`config.mk`:
```
export PLATFORM = sky130hd
export DESIGN_NAME = plane_addr_mapper
export DESIGN_NICKNAME = d
export VERILOG_FILES = /design/src/rtl/vmap_pkg.sv /design/src/rtl/vmap_ctrl_regs.sv /design/src/rtl/vmap_xlate.sv /design/src/rtl/vmap_guard.sv /design/src/rtl/plane_addr_mapper.sv
export SDC_FILE = /design/constraint.sdc
export NUM_CORES = 1
export LEC_CHECK = 0
export ABC_AREA = 0
export ABC_CLOCK_PERIOD_IN_PS = 1800
export CORE_MARGIN = 5
export CORE_UTILIZATION = 37
export DETAILED_ROUTE_END_ITERATION = 12
export PLACE_DENSITY = 0.88
export SLEW_MARGIN = 10
export SYNTH_ARGS = -nofsm -noshare
export SYNTH_HDL_FRONTEND = slang
export SYNTH_SLANG_ARGS = --single-unit
```
`constraint.sdc`:
```
create_clock -name clk_i -period 1.8 [get_ports clk_i]
set_input_delay 0.18 -clock clk_i [delete_from_list [all_inputs] [get_ports clk_i]]
set_output_delay 0.18 -clock clk_i [all_outputs]
set_load 0.005 [all_outputs]
```
`src/rtl/vmap_pkg.sv`:
```
package vmap_pkg;
  localparam int NUM_PLANES = 4;
  localparam int PLANE_W    = $clog2(NUM_PLANES);

  typedef enum logic [1:0] {
    CFG_MODE = 2'd0,
    CFG_MASK = 2'd1,
    CFG_PAGE = 2'd2
  } cfg_sel_e;

  typedef struct packed {
    logic                  chain;
    logic                  page;
    logic                  ext_en;
    logic [NUM_PLANES-1:0] mask;
  } ctrl_t;

  localparam ctrl_t CTRL_RST = '{chain: 1'b0, page: 1'b0, ext_en: 1'b0, mask: '1};
endpackage

```
`src/rtl/vmap_ctrl_regs.sv`:
```
module vmap_ctrl_regs
  import vmap_pkg::*;
(
  input  logic         clk_i,
  input  logic         rst_ni,
  input  logic         cfg_we_i,
  input  logic [1:0]   cfg_sel_i,
  input  logic [7:0]   cfg_wdata_i,
  output ctrl_t        ctrl_o
);
  ctrl_t ctrl_q, ctrl_d;

  always_comb begin
    ctrl_d = ctrl_q;
    if (cfg_we_i) begin
      unique case (cfg_sel_e'(cfg_sel_i))
        CFG_MODE: ctrl_d.chain = cfg_wdata_i[1];
        CFG_MASK: ctrl_d.mask  = cfg_wdata_i[NUM_PLANES-1:0];
        CFG_PAGE: begin
          ctrl_d.page   = cfg_wdata_i[0];
          ctrl_d.ext_en = cfg_wdata_i[1];
        end
        default: ;
      endcase
    end
  end

  always_ff @(posedge clk_i or negedge rst_ni) begin
    if (!rst_ni) ctrl_q <= CTRL_RST;
    else         ctrl_q <= ctrl_d;
  end

  assign ctrl_o = ctrl_q;


  mode_load_chk: assert property (@(posedge clk_i) disable iff (!rst_ni)
    (cfg_we_i && cfg_sel_i == 2'd0) |=> (ctrl_q.chain == $past(cfg_wdata_i[1])));

  mask_hold_chk: assert property (@(posedge clk_i) disable iff (!rst_ni)
    !(cfg_we_i && cfg_sel_i == 2'd1) |=> $stable(ctrl_q.mask));
endmodule

```
`src/rtl/vmap_xlate.sv`:
```
module vmap_xlate
  import vmap_pkg::*;
#(
  parameter int HOST_AW = 24,
  localparam int XW     = HOST_AW + PLANE_W
) (
  input  logic [HOST_AW-1:0] addr_i,
  input  logic               chain_i,
  input  logic               page_i,
  output logic [PLANE_W-1:0] plane_o,
  output logic [XW-1:0]      xaddr_o
);
  always_comb begin
    if (chain_i) begin
      plane_o = {page_i, addr_i[0]};
      xaddr_o = {addr_i[HOST_AW-1:1], 1'b0, plane_o};
    end else begin
      plane_o = {page_i, 1'b0};
      xaddr_o = {addr_i, plane_o};
    end
  end
endmodule

```
`src/rtl/vmap_guard.sv`:
```
module vmap_guard
  import vmap_pkg::*;
#(
  parameter int HOST_AW  = 24,
  parameter int VRAM_AW  = 23,
  parameter int EXT_BASE = 'h10000,
  parameter int WIN_LO   = 'hA0000,
  parameter int WIN_HI   = 'hBFFFF,
  localparam int XW      = HOST_AW + PLANE_W,
  localparam int LW      = VRAM_AW + 1,
  localparam int CW      = (XW > LW) ? XW : LW
) (
  input  logic [HOST_AW-1:0]    raw_addr_i,
  input  logic [XW-1:0]         xaddr_i,
  input  logic                  linear_i,
  input  logic                  is_write_i,
  input  logic                  ext_en_i,
  input  logic [LW-1:0]         limit_i,
  input  logic [NUM_PLANES-1:0] mask_i,
  input  logic [PLANE_W-1:0]    plane_i,
  output logic [VRAM_AW-1:0]    addr_o,
  output logic                  blocked_o,
  output logic                  mask_hit_o
);
  logic [CW-1:0] chk_addr;
  logic          ext_blk, lim_blk, win_blk, in_win;

  generate
    if (XW > VRAM_AW) begin : g_wrap
      always_comb chk_addr = linear_i ? CW'(xaddr_i[VRAM_AW-1:0]) : CW'(xaddr_i);
    end else begin : g_nowrap
      always_comb chk_addr = CW'(xaddr_i);
    end
  endgenerate

  assign in_win     = (raw_addr_i > HOST_AW'(WIN_LO)) && (raw_addr_i < HOST_AW'(WIN_HI));
  assign ext_blk    = !ext_en_i && (chk_addr >= CW'(EXT_BASE));
  assign lim_blk    = chk_addr >= CW'(limit_i);
  assign win_blk    = is_write_i && !linear_i && !in_win;
  assign blocked_o  = ext_blk || lim_blk || win_blk;
  assign mask_hit_o = mask_i[plane_i];
  assign addr_o     = chk_addr[VRAM_AW-1:0];
endmodule

```
`src/rtl/plane_addr_mapper.sv`:
```
module plane_addr_mapper
  import vmap_pkg::*;
#(
  parameter int HOST_AW  = 24,
  parameter int VRAM_AW  = 23,
  parameter int EXT_BASE = 'h10000,
  parameter int WIN_LO   = 'hA0000,
  parameter int WIN_HI   = 'hBFFFF,
  localparam int XW      = HOST_AW + PLANE_W,
  localparam int LW      = VRAM_AW + 1
) (
  input  logic               clk_i,
  input  logic               rst_ni,
  input  logic               cfg_we_i,
  input  logic [1:0]         cfg_sel_i,
  input  logic [7:0]         cfg_wdata_i,
  input  logic [LW-1:0]      vram_limit_i,
  input  logic               req_we_i,
  input  logic               req_re_i,
  input  logic               req_linear_i,
  input  logic [HOST_AW-1:0] req_addr_i,
  input  logic [7:0]         req_wdata_i,
  output logic               mem_we_o,
  output logic               mem_re_o,
  output logic [VRAM_AW-1:0] mem_addr_o,
  output logic [PLANE_W-1:0] mem_plane_o,
  output logic [7:0]         mem_wdata_o,
  input  logic [7:0]         mem_rdata_i,
  output logic               rd_valid_o,
  output logic [7:0]         rd_data_o
);
  ctrl_t               ctrl;
  logic [PLANE_W-1:0]  plane;
  logic [XW-1:0]       xaddr;
  logic [VRAM_AW-1:0]  gaddr;
  logic                blocked, mask_hit, rd_blk_q;

  vmap_ctrl_regs u_regs (
    .clk_i, .rst_ni, .cfg_we_i, .cfg_sel_i, .cfg_wdata_i, .ctrl_o(ctrl)
  );

  vmap_xlate #(.HOST_AW(HOST_AW)) u_xlate (
    .addr_i(req_addr_i), .chain_i(ctrl.chain), .page_i(ctrl.page),
    .plane_o(plane), .xaddr_o(xaddr)
  );

  vmap_guard #(
    .HOST_AW(HOST_AW), .VRAM_AW(VRAM_AW), .EXT_BASE(EXT_BASE),
    .WIN_LO(WIN_LO), .WIN_HI(WIN_HI)
  ) u_guard (
    .raw_addr_i(req_addr_i), .xaddr_i(xaddr), .linear_i(req_linear_i),
    .is_write_i(req_we_i), .ext_en_i(ctrl.ext_en), .limit_i(vram_limit_i),
    .mask_i(ctrl.mask), .plane_i(plane),
    .addr_o(gaddr), .blocked_o(blocked), .mask_hit_o(mask_hit)
  );

  always_ff @(posedge clk_i or negedge rst_ni) begin
    if (!rst_ni) begin
      mem_we_o    <= 1'b0;
      mem_re_o    <= 1'b0;
      rd_valid_o  <= 1'b0;
      rd_blk_q    <= 1'b0;
      mem_addr_o  <= '0;
      mem_plane_o <= '0;
      mem_wdata_o <= '0;
    end else begin
      mem_we_o   <= req_we_i && !blocked && mask_hit;
      mem_re_o   <= req_re_i && !req_we_i && !blocked;
      rd_valid_o <= req_re_i && !req_we_i;
      if (req_we_i || req_re_i) begin
        mem_addr_o  <= gaddr;
        mem_plane_o <= plane;
        rd_blk_q    <= blocked;
      end
      if (req_we_i) mem_wdata_o <= req_wdata_i;
    end
  end

  assign rd_data_o = rd_blk_q ? 8'hFF : mem_rdata_i;


  one_strobe_chk: assert property (@(posedge clk_i) disable iff (!rst_ni)
    !(req_we_i && req_re_i));

  we_latency_chk: assert property (@(posedge clk_i) disable iff (!rst_ni)
    mem_we_o |-> $past(req_we_i));

  rd_latency_chk: assert property (@(posedge clk_i) disable iff (!rst_ni)
    rd_valid_o |-> ($past(req_re_i) && !mem_we_o));

  mask_gate_chk: assert property (@(posedge clk_i) disable iff (!rst_ni)
    mem_we_o |-> ((($past(ctrl.mask) >> mem_plane_o) & 4'd1) != 4'd0));

  page_sel_chk: assert property (@(posedge clk_i) disable iff (!rst_ni)
    (mem_we_o || mem_re_o) |-> (mem_plane_o[PLANE_W-1] == $past(ctrl.page)));

  ext_gate_chk: assert property (@(posedge clk_i) disable iff (!rst_ni)
    ((mem_we_o || mem_re_o) && !$past(ctrl.ext_en)) |-> (mem_addr_o < VRAM_AW'(EXT_BASE)));

  limit_gate_chk: assert property (@(posedge clk_i) disable iff (!rst_ni)
    (mem_we_o || mem_re_o) |-> (LW'(mem_addr_o) < $past(vram_limit_i)));

  blk_read_chk: assert property (@(posedge clk_i) disable iff (!rst_ni)
    (rd_valid_o && !mem_re_o) |-> (rd_data_o == 8'hFF));
endmodule

```
==> summary.md <==
| Metric | Value |
|---|---|
| Maximum vdd drop | 0.0004285 V |
| Number of synthesis warnings | 0 |
| Clk pin slew, worst setup/hold paths | approximately 0.08 ns |
| Reported max-cap violation count | 0 |
| Highest clock rate | 0.5268 GHz |
| Die X-Extent | 91.79 um |
| Clock sinks | 42 |
| Die footprint | between 8000 and 9000 um2 |
| Global-route usage over all layers | a little under a fifth |
| Setup ws final | -0.09815 ns |
| Min cycle time layout | roughly 1.9 ns |
| Htree depth | 2 |
| Critical path peak fanout | 3 |
| Hold Slack | 0.2078 ns |
| Cell-by-cell listing of the critical path | clkdlybuf4s50_1, ha_4, nand4_1, inv_2, a2111oi_4, nor3b_2, o32a_1 |
| Fillers | 493 |
| Most common cell after layout, fill and taps aside | sky130_fd_sc_hd__clkdlybuf4s50_1 |
| Post-Synthesis Cells | 217 |
| Unrepaired setup endpoints after global routing | true |
| Count of distinct cell types in the synthesized netlist | 44 |
| Remaining DRCs | 0 |
| Number of nets produced by synthesis | approximately 320 |
| Die boundary height | between 90 and 100 um |
| Final count of pins violating max slew | 0 |
| Highest-count cells in the layout ignoring fill and taps | sky130_fd_sc_hd__clkdlybuf4s50_1 (113), sky130_fd_sc_hd__dfrtp_1 (38), sky130_fd_sc_hd__buf_4 (33), sky130_fd_sc_hd__inv_1 (25), sky130_fd_sc_hd__mux2_1 (21) |
| Residual antenna-violating net count after detailed routing | 0 |
| Number of setup violations in the final report | 2 |
| Clock root buffer | sky130_fd_sc_hd__clkbuf_8 |
| Max-slew headroom | 77.27% |
| Share of post-route cells with drive strength above 1 | around 27% |
| Post-Synthesis Mean Instance Area | 11.40 um2 |
| Post-placement worst setup slack | -0.5291 ns |
| Synthesized flop and latch total | 42 |
| Total via count after detailed routing | 2,321 |
| First-pass GRT wire length | 12,240 um |
| Buffer depth of the longest clock path | 2 |
| Synthesized cell area | 2475 um2 |
| Count of buffers inserted at the top-level ports | 119 |
| Violations in the final reports | negative setup slack |
| Core box area | 6422 um2 |
| Standby leakage power | roughly 0.0019 uW |
| Layout net count | 477 |
| Starting utilization of the core area | 38.53% |
| Type of the setup path with the least slack | in2reg |
| Number of top-level design ports | 124 |
| Arr. time, crit path | 2.08 ns |
| Detail Placement HPWL | 6172 um |
| Total CTS buffers | 5 |
| Clk_lat worst skew | 0.30 ns |
| Footprint of the multi-input gates | 1488 um2 |
| Cell at the slowest stage of the critical path | sky130_fd_sc_hd__clkdlybuf4s50_1 |
| Hold Violations, Final | 0 |
| 1st-iter DRT viols | 69 |
| Sequential cell area | 1056 um2 |
| Part of the Yosys area used for sequential elements | 42.67% |
| Run status | finished with violations |
| Delay of the slowest cell on the worst path | 0.56 ns |
| Count of placed standard cells in the final layout, fillers left out | 451 |
| Vias per cell | around 5.1 |
| Total gr overflow | 0 |
| Final cycle utilization of the critical path | 105.5% |
| Gp weighted congestion | roughly 0.86 |
| Diode count | 0 |
| Power Density | approximately 640 nW/um2 |
| Routed wire length | 8109 um |
| Placed cells | 441 |
| Pre-Repair DR Iteration Count | 4 |
| Crit path launch type | input pin |
| TritonCTS clock tree | yes |
| Worst-Margin Slew | 0.3379 ns |
| Vias in the first global route | 2,526 |
| Endpoint required time on the critical path | about 2 ns |
| Largest net degree at the start of global routing | 42 |
| Worst Setup End Kind | flop |
| Relative area change from synthesis to final layout | 74.22% |
| Min-delay worst type | in2async |
| Clock tree skew after final layout | about 0.0044 ns |
| Initial antenna violation count | 0 |
| Average wire per standard cell | 17.98 um |
| Number of placement rows | 29 |
[repair_timing]
item | 4_1_cts | 5_1_grt
setup buffers | 1 | 0
pin swaps | 9 | 14
gates resized for setup | 14 | 17
hold endpoints to repair | 38 | 0
endpoints found under the setup margin | 3 | 3
hold buffers | 1 | 0
[flip-flops by register name, summed over array words and instances (netlist names)]
| signal | cells |
|---|---|
| mem_re_o | 1 |
| rd_valid_o | 1 |
| mem_addr_o | 23 |
| rd_blk_q | 1 |
| mem_wdata_o | 8 |
| mem_we_o | 1 |
| u_regs.ctrl_o | 7 |
[synth_stat cells]
master | n | area share (%)
sky130_fd_sc_hd__a2111oi_0 | 1 | 0.35
sky130_fd_sc_hd__o311a_1 | 1 | 0.40
sky130_fd_sc_hd__o41ai_1 | 1 | 0.35
sky130_fd_sc_hd__nand2b_1 | 1 | 0.25
sky130_fd_sc_hd__or4b_1 | 1 | 0.40
sky130_fd_sc_hd__o21ai_0 | 3 | 0.61
sky130_fd_sc_hd__nor3b_1 | 2 | 0.61
sky130_fd_sc_hd__or2_1 | 1 | 0.25
sky130_fd_sc_hd__nand4_1 | 9 | 2.3
sky130_fd_sc_hd__dfrtp_1 | 38 | 38
sky130_fd_sc_hd__mux2_2 | 16 | 7.3
sky130_fd_sc_hd__dfstp_2 | 4 | 4.2
sky130_fd_sc_hd__nand4bb_1 | 1 | 0.45
sky130_fd_sc_hd__buf_4 | 2 | 0.61
sky130_fd_sc_hd__nor3_2 | 1 | 0.40
sky130_fd_sc_hd__o211ai_2 | 1 | 0.51
sky130_fd_sc_hd__o21ai_1 | 2 | 0.40
sky130_fd_sc_hd__nor4b_1 | 1 | 0.35
sky130_fd_sc_hd__a31oi_1 | 1 | 0.25
sky130_fd_sc_hd__nor2b_4 | 1 | 0.56
sky130_fd_sc_hd__mux2_1 | 21 | 9.6
sky130_fd_sc_hd__nand3_1 | 2 | 0.40
sky130_fd_sc_hd__or4_1 | 1 | 0.30
sky130_fd_sc_hd__nor2_1 | 5 | 0.76
sky130_fd_sc_hd__nor4_4 | 1 | 0.86
sky130_fd_sc_hd__mux4_2 | 1 | 0.91
sky130_fd_sc_hd__o21ba_1 | 1 | 0.40
sky130_fd_sc_hd__and3_1 | 1 | 0.25
sky130_fd_sc_hd__buf_2 | 2 | 0.40
sky130_fd_sc_hd__a41o_1 | 1 | 0.40
sky130_fd_sc_hd__nor3_4 | 1 | 0.66
sky130_fd_sc_hd__nand3b_1 | 2 | 0.61
sky130_fd_sc_hd__clkbuf_1 | 1 | 0.15
sky130_fd_sc_hd__ha_1 | 24 | 12
sky130_fd_sc_hd__a211oi_1 | 3 | 0.91
sky130_fd_sc_hd__a21o_1 | 3 | 0.91
sky130_fd_sc_hd__o32a_1 | 1 | 0.40
sky130_fd_sc_hd__nor4_1 | 6 | 1.5
sky130_fd_sc_hd__a21oi_1 | 6 | 1.2
sky130_fd_sc_hd__inv_1 | 26 | 3.9
sky130_fd_sc_hd__nand2_1 | 8 | 1.2
sky130_fd_sc_hd__or3_2 | 1 | 0.30
sky130_fd_sc_hd__nor2b_1 | 3 | 0.76
sky130_fd_sc_hd__or2_2 | 8 | 2.0
[worst paths after layout]
check,slack [ns],to,cells after the start,from
worst min-delay path,0.21,mem_addr_o[5],2,rst_ni
min in group clk_i,0.34,mem_addr_o[2],3,req_addr_i[0]
max in group asynchronous,1.13,u_regs.ctrl_o[1],3,rst_ni
worst min register to register,0.50,mem_addr_o[21],1,mem_addr_o[21]
worst max register to register,-0.05,rd_blk_q,7,u_regs.ctrl_o[6]
worst max-delay path,-0.1,rd_blk_q,7,req_addr_i[4]
[final cells by class]
class	count	share of cell area (%)
Clock buffer	5	1.596
Timing Repair Buffer	154	33.98
Inverter	26	2.263
Clock inverter	3	0.9286
Multi-Input combinational cell	144	34.50
Tap cell	77	2.234
Sequential cell	42	24.49
[worst max-delay path, delay by kind of cell]
| family | cells | cell delay [ns] |
|---|---|---|
| AO/OA/AOI/OAI | 2 | 0.72 |
| adder cells (fa/ha/maj) | 1 | 0.24 |
| buffers and inverters | 2 | 0.63 |
| AND/OR/NAND/NOR | 2 | 0.30 |
[cell families (layout without fill, tap and decap cells)]
| group | count (synthesis) | after routing | synth area share (%) |
|---|---|---|---|
| buffers and inverters | 31 | 188 | 5.106 |
| adder cells (fa/ha/maj) | 24 | 24 | 12.13 |
| flip-flops | 42 | 42 | 42.67 |
| AND/OR/NAND/NOR | 57 | 57 | 15.22 |
| multiplexers | 38 | 38 | 17.75 |
| AO/OA/AOI/OAI | 25 | 25 | 7.128 |
[per-layer routing]
metal	GRT usage (%)	share of wire (%)
met1	21.62	40
met2	32.14	52
met3	4.828	7.9
met4	4.579	0.65
met5	0	0
[report_power, final]
group,switching (uW),leakage [uW],internal (uW)
sequential,65.1,0.000492,1060
clock,337,0.0000579,409
combinational,325,0.00132,563
total,728,0.00187,2030
[through the flow]
stage          area (um2)  TNS [ns]  utilization [%]  total power, uW
5_1_grt              4312   -0.2951            67.13             2896
4_1_cts              4188  -0.06217            65.21             2729
3_5_place_dp         3991    -1.424            62.15             1953
3_3_place_gp         3991    -1.252            62.15             1923
6_report             4312   -0.1157            67.13             2757
2_1_floorplan        2475         0                -             1415
Power figures use the tool's default switching activity.
